<file path="src/rtl/rig_pkg.sv">
package rig_pkg;
  localparam int unsigned SEED_W = 32;
  localparam logic [SEED_W-1:0] LCG_MUL   = 32'd1103515245;
  localparam logic [SEED_W-1:0] LCG_INC   = 32'd12345;
  localparam logic [SEED_W-1:0] SEED_INIT = 32'd1;
  localparam int unsigned RND_W = 16;  // bits taken from the top of the state

  typedef enum logic {RIG_IDLE, RIG_DIV} rig_state_e;

  function automatic logic [SEED_W-1:0] lcg_step(input logic [SEED_W-1:0] s);
    return s * LCG_MUL + LCG_INC;
  endfunction
endpackage

</file>
<file path="src/rtl/rig_lcg.sv">
module rig_lcg
  import rig_pkg::*;
(
  input  logic [SEED_W-1:0] seed_i,
  output logic [SEED_W-1:0] seed_nx_o,
  output logic [RND_W-1:0]  rnd_o
);
  always_comb begin
    seed_nx_o = lcg_step(seed_i);
    rnd_o     = seed_nx_o[SEED_W-1 -: RND_W];
  end
endmodule

</file>
<file path="src/rtl/rig_seq_mod.sv">
// Restoring remainder, one numerator bit per cycle.
module rig_seq_mod #(
  parameter int unsigned NUM_W = 16,
  parameter int unsigned DEN_W = 7
) (
  input  logic             clk_i,
  input  logic             rst_ni,
  input  logic             start_i,
  input  logic [NUM_W-1:0] num_i,
  input  logic [DEN_W-1:0] den_i,
  output logic             done_o,
  output logic [DEN_W-1:0] rem_o
);
  localparam int unsigned CNT_W = $clog2(NUM_W);

  logic [NUM_W-1:0] sh_q;
  logic [DEN_W-1:0] rem_q, den_q;
  logic [CNT_W-1:0] cnt_q;
  logic             busy_q, done_q;
  logic [DEN_W:0]   trial, rem_nx;

  always_comb begin
    trial  = {rem_q, sh_q[NUM_W-1]};
    rem_nx = (trial >= {1'b0, den_q}) ? trial - {1'b0, den_q} : trial;
  end

  always_ff @(posedge clk_i or negedge rst_ni) begin
    if (!rst_ni) begin
      sh_q   <= '0;
      rem_q  <= '0;
      den_q  <= '0;
      cnt_q  <= '0;
      busy_q <= 1'b0;
      done_q <= 1'b0;
    end else if (start_i) begin
      sh_q   <= num_i;
      rem_q  <= '0;
      den_q  <= den_i;
      cnt_q  <= '0;
      busy_q <= 1'b1;
      done_q <= 1'b0;
    end else if (busy_q) begin
      sh_q  <= sh_q << 1;
      rem_q <= rem_nx[DEN_W-1:0];
      cnt_q <= cnt_q + 1'b1;
      if (cnt_q == CNT_W'(NUM_W - 1)) begin
        busy_q <= 1'b0;
        done_q <= 1'b1;
      end
    end else begin
      done_q <= 1'b0;
    end
  end

  assign done_o = done_q;
  assign rem_o  = rem_q;
endmodule

</file>
<file path="src/rtl/rig_top.sv">
module rig_top
  import rig_pkg::*;
#(
  parameter int unsigned IDX_W = 6
) (
  input  logic             clk_i,
  input  logic             rst_ni,
  input  logic             req_i,
  input  logic [IDX_W:0]   entries_i,
  input  logic [IDX_W-1:0] wired_i,
  output logic [IDX_W-1:0] idx_o,
  output logic             valid_o,
  output logic             err_o
);
  localparam int unsigned ENT_W = IDX_W + 1;

  rig_state_e        state_q;
  logic [SEED_W-1:0] seed_q, seed_nx;
  logic [RND_W-1:0]  rnd;
  logic [IDX_W-1:0]  prev_q, idx_q, wir_q, last_idx, cand;
  logic [ENT_W-1:0]  rng_q, div_den, rem;
  logic [ENT_W:0]    diff;
  logic              win_bad, win_one, div_start, div_done, is_idle;
  logic              valid_q, err_q;

  rig_lcg u_lcg (
    .seed_i   (seed_q),
    .seed_nx_o(seed_nx),
    .rnd_o    (rnd)
  );

  always_comb begin
    is_idle  = (state_q == RIG_IDLE);
    diff     = {1'b0, entries_i} - {2'b0, wired_i};
    win_bad  = diff[ENT_W] || (diff == '0);
    win_one  = (diff == (ENT_W+1)'(1));
    last_idx = IDX_W'(entries_i - 1'b1);
    cand     = IDX_W'(wir_q + rem);
    div_den  = is_idle ? diff[ENT_W-1:0] : rng_q;
    div_start = (is_idle && req_i && !win_bad && !win_one) ||
                (!is_idle && div_done && cand == prev_q);
  end

  rig_seq_mod #(
    .NUM_W(RND_W),
    .DEN_W(ENT_W)
  ) u_mod (
    .clk_i  (clk_i),
    .rst_ni (rst_ni),
    .start_i(div_start),
    .num_i  (rnd),
    .den_i  (div_den),
    .done_o (div_done),
    .rem_o  (rem)
  );

  always_ff @(posedge clk_i or negedge rst_ni) begin
    if (!rst_ni) begin
      state_q <= RIG_IDLE;
      seed_q  <= SEED_INIT;
      prev_q  <= '0;
      idx_q   <= '0;
      wir_q   <= '0;
      rng_q   <= '0;
      valid_q <= 1'b0;
      err_q   <= 1'b0;
    end else begin
      valid_q <= 1'b0;
      err_q   <= 1'b0;
      case (state_q)
        RIG_IDLE: if (req_i) begin
          if (win_bad || win_one) begin
            idx_q   <= last_idx;
            prev_q  <= last_idx;
            valid_q <= 1'b1;
            err_q   <= win_bad;
          end else begin
            seed_q  <= seed_nx;
            wir_q   <= wired_i;
            rng_q   <= diff[ENT_W-1:0];
            state_q <= RIG_DIV;
          end
        end
        RIG_DIV: if (div_done) begin
          if (cand == prev_q) begin
            seed_q <= seed_nx;  // retry; divider restarted this cycle
          end else begin
            idx_q   <= cand;
            prev_q  <= cand;
            valid_q <= 1'b1;
            state_q <= RIG_IDLE;
          end
        end
        default: state_q <= RIG_IDLE;
      endcase
    end
  end

  assign idx_o   = idx_q;
  assign valid_o = valid_q;
  assign err_o   = err_q;
endmodule

</file>
<file path="config.mk">
export PLATFORM = sky130hd
export DESIGN_NAME = rig_top
export DESIGN_NICKNAME = d
export VERILOG_FILES = /design/src/rtl/rig_pkg.sv /design/src/rtl/rig_lcg.sv /design/src/rtl/rig_seq_mod.sv /design/src/rtl/rig_top.sv
export SDC_FILE = /design/constraint.sdc
export NUM_CORES = 1
export LEC_CHECK = 0
export BUFFER_PORTS_ARGS = -buffer_cell sky130_fd_sc_hd__buf_2
export CORE_MARGIN = 5
export CORE_UTILIZATION = 51
export CTS_CLUSTER_SIZE = 28
export DETAILED_ROUTE_END_ITERATION = 10
export PLACE_DENSITY = 0.72
export SETUP_SLACK_MARGIN = 0.1
export SLEW_MARGIN = 25
export SYNTH_ARGS = -nofsm -noshare
export SYNTH_HDL_FRONTEND = slang
export SYNTH_SLANG_ARGS = --single-unit
export TNS_END_PERCENT = 1
</file>
<file path="constraint.sdc">
create_clock -name clk_i -period 7.35 [get_ports clk_i]
set_input_delay 1.1025 -clock clk_i [delete_from_list [all_inputs] [get_ports clk_i]]
set_output_delay 1.1025 -clock clk_i [all_outputs]
set_load 0.05 [all_outputs]
</file>
# == Word level (Yosys, flattened, before mapping) ==
# Cells that the tools add are included.
# op_classes
addsub,6
multipliers,1
magnitude_cmp,1
n_eq_ne,10
n_mux,37
bitwise,2
n_reduce_logical,15
# op_table
cell,n
2-to-1 mux 32 bit,4
case mux 32 bit (2 select lines),1
"adder 32 x 14 -> 32 bit, second input constant",1
"multiplier 32 x 31 -> 32 bit, second input constant",1
2-to-1 mux 16 bit,2
2-to-1 mux 7 bit,4
2-to-1 mux 6 bit,4
2-to-1 mux 1 bit,17
case mux 6 bit (2 select lines),1
"equality test 8 x 1 -> 1 bit, second input constant",1
>= comparator 8 x 7 -> 1 bit,1
logical NOT 8 bit,1
2-to-1 mux 4 bit,2
AND reduction 4 bit,2
subtractor 7 x 6 -> 8 bit,1
subtractor 7 bit,1
adder 6 bit,1
equality test 6 bit,1
"!= test 2 x 1 -> 1 bit, second input constant",3
"!= test 2 bit, second input constant",3
"subtractor 6 x 1 -> 6 bit, second input constant",1
logical AND 1 bit,5
"adder 4 x 1 -> 4 bit, second input constant",1
"equality test 4 bit, second input constant",1
7 further kinds,12
# totals
ff_bits,90
inputBits,16
output_inout_bits,8
word_cells,85

# == Longest topological paths before layout ==
# logic_depth
word_depth,8
mapped_depth,25
mapped_depth_nobuf,24

# == Cells and area by module ==
# A second synthesis with hierarchy kept.
# unflattened
hier_cells,1436
area_unflattened_um2,14127.3
# by_module_without_submodules
mod,instances,cells_each,area_per_inst_um2,seq_area_each_um2
rig_lcg,1,996,9196.3,0.0
rig_top,1,237,2989.1,1352.5
rig_seq_mod,1,203,1941.9,900.9

# == Least setup slack after synthesis ==
# OpenSTA, ideal clock, no wires.
# synth_path
path_kind,register -> register
from,register seed_q[6]
to,register seed_q[30]
arrival_time_ns,6.416
slack_ns,0.791
stages_incl_launch_ff,24
cell_sequence,dfrtp_1 > ha_1 > xor2_1 > ha_1 > a21oi_1 > fa_1 > fa_1 > inv_1 > fa_1 > inv_1 > fa_1 > inv_1 > fa_1 > inv_1 > fa_1 > inv_1 > ha_1 > buf_2 > nand3_1 > or3_1 > a2111oi_2 > o2111ai_1 > a221oi_1 > a221oi_1
# synth_via
elab_chain_len,5
# synth_lines
item,line_no,rtl
from (decl),rig_top.sv:18,"logic [SEED_W-1:0] seed_q, seed_nx;"
from (signal assigned),rig_top.sv:78,seed_q <= seed_nx;
from (signal assigned),rig_top.sv:86,seed_q <= seed_nx;
multiplier 32 x 31 -> 32 bit (*),rig_pkg.sv:11,return s * LCG_MUL + LCG_INC;
adder 32 x 14 -> 32 bit (*),rig_pkg.sv:11,
"2-to-1 mux 32 bit, on equally long branches","rig_top.sv:85, rig_top.sv:72",
"2-to-1 mux 32 bit, on equally long branches","rig_top.sv:84, rig_top.sv:71",
case mux 32 bit (2 select lines) (*),rig_top.sv:70,case (state_q)
# Every way passes the cells marked *; elsewhere a longest branch is shown, timed or not. The select of a mux whose other input is x is not followed.
# A chain may end at the register's enable or synchronous reset.

# == Final worst setup path ==
# layout_path
from,register seed_q[6]
to,register seed_q[25]
# Same word-level chain as after synthesis.

==> flow_summary_export.csv <==
group,metric,value,unit
worst_setup_path,cp_max_fo,7,
worst_setup_path,endpoint_kind,"flip-flop",
detailed_routing,drtAntennaViolNets,0,
worst_setup_path,crit_path_start_kind,"flip-flop",
timing,fin_ws,0.367,ns
place,hpwl,29000,um
detailed_routing,avgRoutedWirePerCell,18.5,um
finish,drive_gt1_share,8.69,%
clocking,hold_buffers,0,
floorplan,start_util,52.0,%
floorplan,die_y,176,um
global_route,grt_overflow,0,
synth,synthTopCellsByArea,"fa_1 (27%), ha_1 (20%), dfrtp_1 (16%)",
timing,skew,0.0161,ns
place,post-place-ws,0.152,ns
timing,max_freq,0.143,GHz
synth,synth_commonest_cells,"inv_1 (424), ha_1 (229), fa_1 (188), dfrtp_1 (89), a21oi_1 (60)",
floorplan,num_rows,60,
floorplan,ioPinCount,24,
clocking,htreeDepth,3,
timing,period_needed,6.98,ns
synth,yosysUniqueCellTypes,65,
finish,areaGrowthSynthToFinish,7.25,%
floorplan,core_area,0.0270,mm^2
global_route,grt_pass1_vias,10400,
detailed_routing,wirelength,33800,um
run_status,status,"completed",
synth,synth_top_area_share,26.8,%
synth,synth.cell_area,0.0140,mm^2
synth,async_flop_share,100,%
timing,slew_headroom,38.0,%
timing,rsz0062_at_grt,"yes",
timing,setup_tns,0,ns
detailed_routing,drc,0,
synth,synth-seq-area-share,16.0,%
global_route,grt_max_degree,51,
global_route,grt_pass1_wl,55900,um
clocking,cts_tree,"done",
clocking,cts_sinks,90,
timing,worstMarginPinSlew,0.926,ns
job,cap_viol_max_count,0,
synth,synthMostInstantiatedCell,"inv_1",
worst_setup_path,worstPathRequired,7.60,ns
place,io_buffers,23,
worst_setup_path,critical_path.max_stage_delay,0.55,ns
timing,finalCritPeriodShare,95.0,%
clocking,root_buffer,"clkbuf_16",
clocking,clkTransAtPathRegs,0.08,ns
floorplan,die_area,0.0310,mm^2
detailed_routing,viasPerCell,5.34,
detailed_routing,drt-pass1-iter-count,5,
floorplan,chipWidth,176,um
detailed_routing,via_count,9745,
detailed_routing,drtIter0Drc,612,
synth,synth_edf_count,0,
synth,synth-main-ff-cell,"dfrtp_1",
synth,yosys_warnings,0,
clocking,clk_latency,0.36,ns
synth,synthesis.nets,1881,
worst_setup_path,cp_cell_sequence,"ha_2, xor2_2, ha_1, a21oi_1, fa_1, fa_1, inv_1, fa_1, inv_1, fa_1, inv_1, fa_1, inv_1, fa_1, inv_1, ha_2, nand3_1, or3_4, a21o_1, o21ai_1, a221o_1, a31oi_1, o31ai_1",
synth,ys_ff_latch,90,
synth,netlist_instances,1448,
worst_setup_path,cpMostUsedCell,"fa_1",
hold_path,hold_class,"flip-flop to flip-flop",
place,gp_congestion,0.961,
finish,diodes,0,
timing,hold_viol,0,
synth,synth_area_leader_cell,"fa_1",
finish,fillers,2395,
global_route,antenna_found_initial,0,
global_route,track_usage,23.1,%
timing,setup_viol,0,
worst_setup_path,crit_slowest_cell,"fa_1",
clocking,max-clock-path-buffers,2,
clocking,cts_made_buffers,9,
worst_setup_path,crit_type,"flip-flop to flip-flop",
synth,syn_avg_cell_area,9.70,um^2
timing,finalMaxSlewViolations,0,
worst_setup_path,cp.arrival,7.24,ns
finish,fin_nets,1912,
repair_timing:
| action | 4_1_cts | 5_1_grt |
|---|---|---|
| pin swaps | 0 | 1 |
| resized for setup | 1 | 19 |
| setup buffers | 0 | 2 |
| setup endpoints to repair | 1 | 18 |
cells in the final DEF (no fill, tap or decap), types with 6 or more instances in the layout:
cell,n
a211oi_1,8
a21o_1,12
a21oi_1,57
a221oi_1,7
a31oi_1,10
and2_1,6
buf_2,22
buf_4,21
clkbuf_16,9
dfrtp_1,85
fa_1,188
ha_1,224
inv_1,424
mux2_2,34
mux2i_1,23
nand2_1,40
nand2b_1,6
nand3_1,16
nand4_1,6
nor2_1,43
nor3_1,13
o211ai_1,6
o21a_1,7
o21ai_0,37
o31ai_1,7
or3_1,6
xnor2_1,56
xor2_1,22
state kept, by name, summed over array words and instances (netlist names):
| signal | flops |
|---|---|
| u_mod.sh_q | 16 |
| rng_q | 7 |
| state_q | 1 |
| u_mod.den_q | 7 |
| u_mod.busy_q | 1 |
| wir_q | 6 |
| u_mod.rem_o | 7 |
| u_mod.done_o | 1 |
| idx_o | 6 |
| u_mod.cnt_q | 4 |
| seed_q | 32 |
| err_o | 1 |
| valid_o | 1 |
area by class of cell:
| type | instances | area (um^2) | area share (%) |
|---|---|---|---|
| tap | 341 | 427 | 2.83 |
| timing repair buffer | 43 | 268 | 1.78 |
| clock buffer | 10 | 239 | 1.59 |
| clock inverter | 6 | 82.6 | 0.548 |
| sequential | 90 | 2260 | 15.0 |
| multi-input combinational | 911 | 10200 | 67.7 |
| inverter | 424 | 1590 | 10.6 |
cells by family (layout without fill, tap and decap cells):
logic type,Yosys count,after routing,synth area share [%]
fa+ha+maj,417,417,47.2
compound gates,195,195,9.21
buf+inv,447,483,12.2
flops,90,90,16.0
simple gates,159,159,5.53
mux,57,57,4.37
xor+xnor,83,83,5.47
worst paths after layout:
| kind | from | endpoint | slack (ns) | depth (start not counted) |
|---|---|---|---|---|
| worst min register to register | rng_q[0] | rng_q[0] | 0.49 | 2 |
| max in group asynchronous | rst_ni | seed_q[7] | 5.52 | 2 |
| min in group asynchronous | rst_ni | idx_o[0] | 0.76 | 1 |
| worst max-delay path | seed_q[6] | seed_q[25] | 0.37 | 23 |
| worst max register to register | seed_q[6] | seed_q[25] | 0.37 | 23 |
| worst min-delay path | rng_q[0] | rng_q[0] | 0.49 | 2 |
metal layers:
metal  GRT usage, %  wire length, um  up-vias
li1               -                -     4634
met1           31.9            15100     4871
met2           39.1            16700      198
met3           2.74             1300       42
met4           5.72              766        0
met5              0                0        -
per-stage QoR:
step                      cells  hold WS (ns)  utilization (%)  area (um^2)
after floorplan            1448         0.450                -        14000
after global placement     1807         0.462             54.1        14600
after detailed placement   1807         0.470             54.1        14600
after CTS                  1823         0.488             55.3        15000
after global routing       1825         0.513             55.7        15100
final                      1825         0.491             55.7        15100
worst max-delay path: cells and delay by family (launching register included):
kind,cells,cell delay (ns)
xor+xnor,1,0.21
fa+ha+maj,9,4.01
compound gates,6,1.33
buf+inv,5,0.28
simple gates,2,0.61
flops,1,0.44
Power is not shown: default switching activity piles up to over one toggle a cycle in this logic, so the estimate is an artifact.
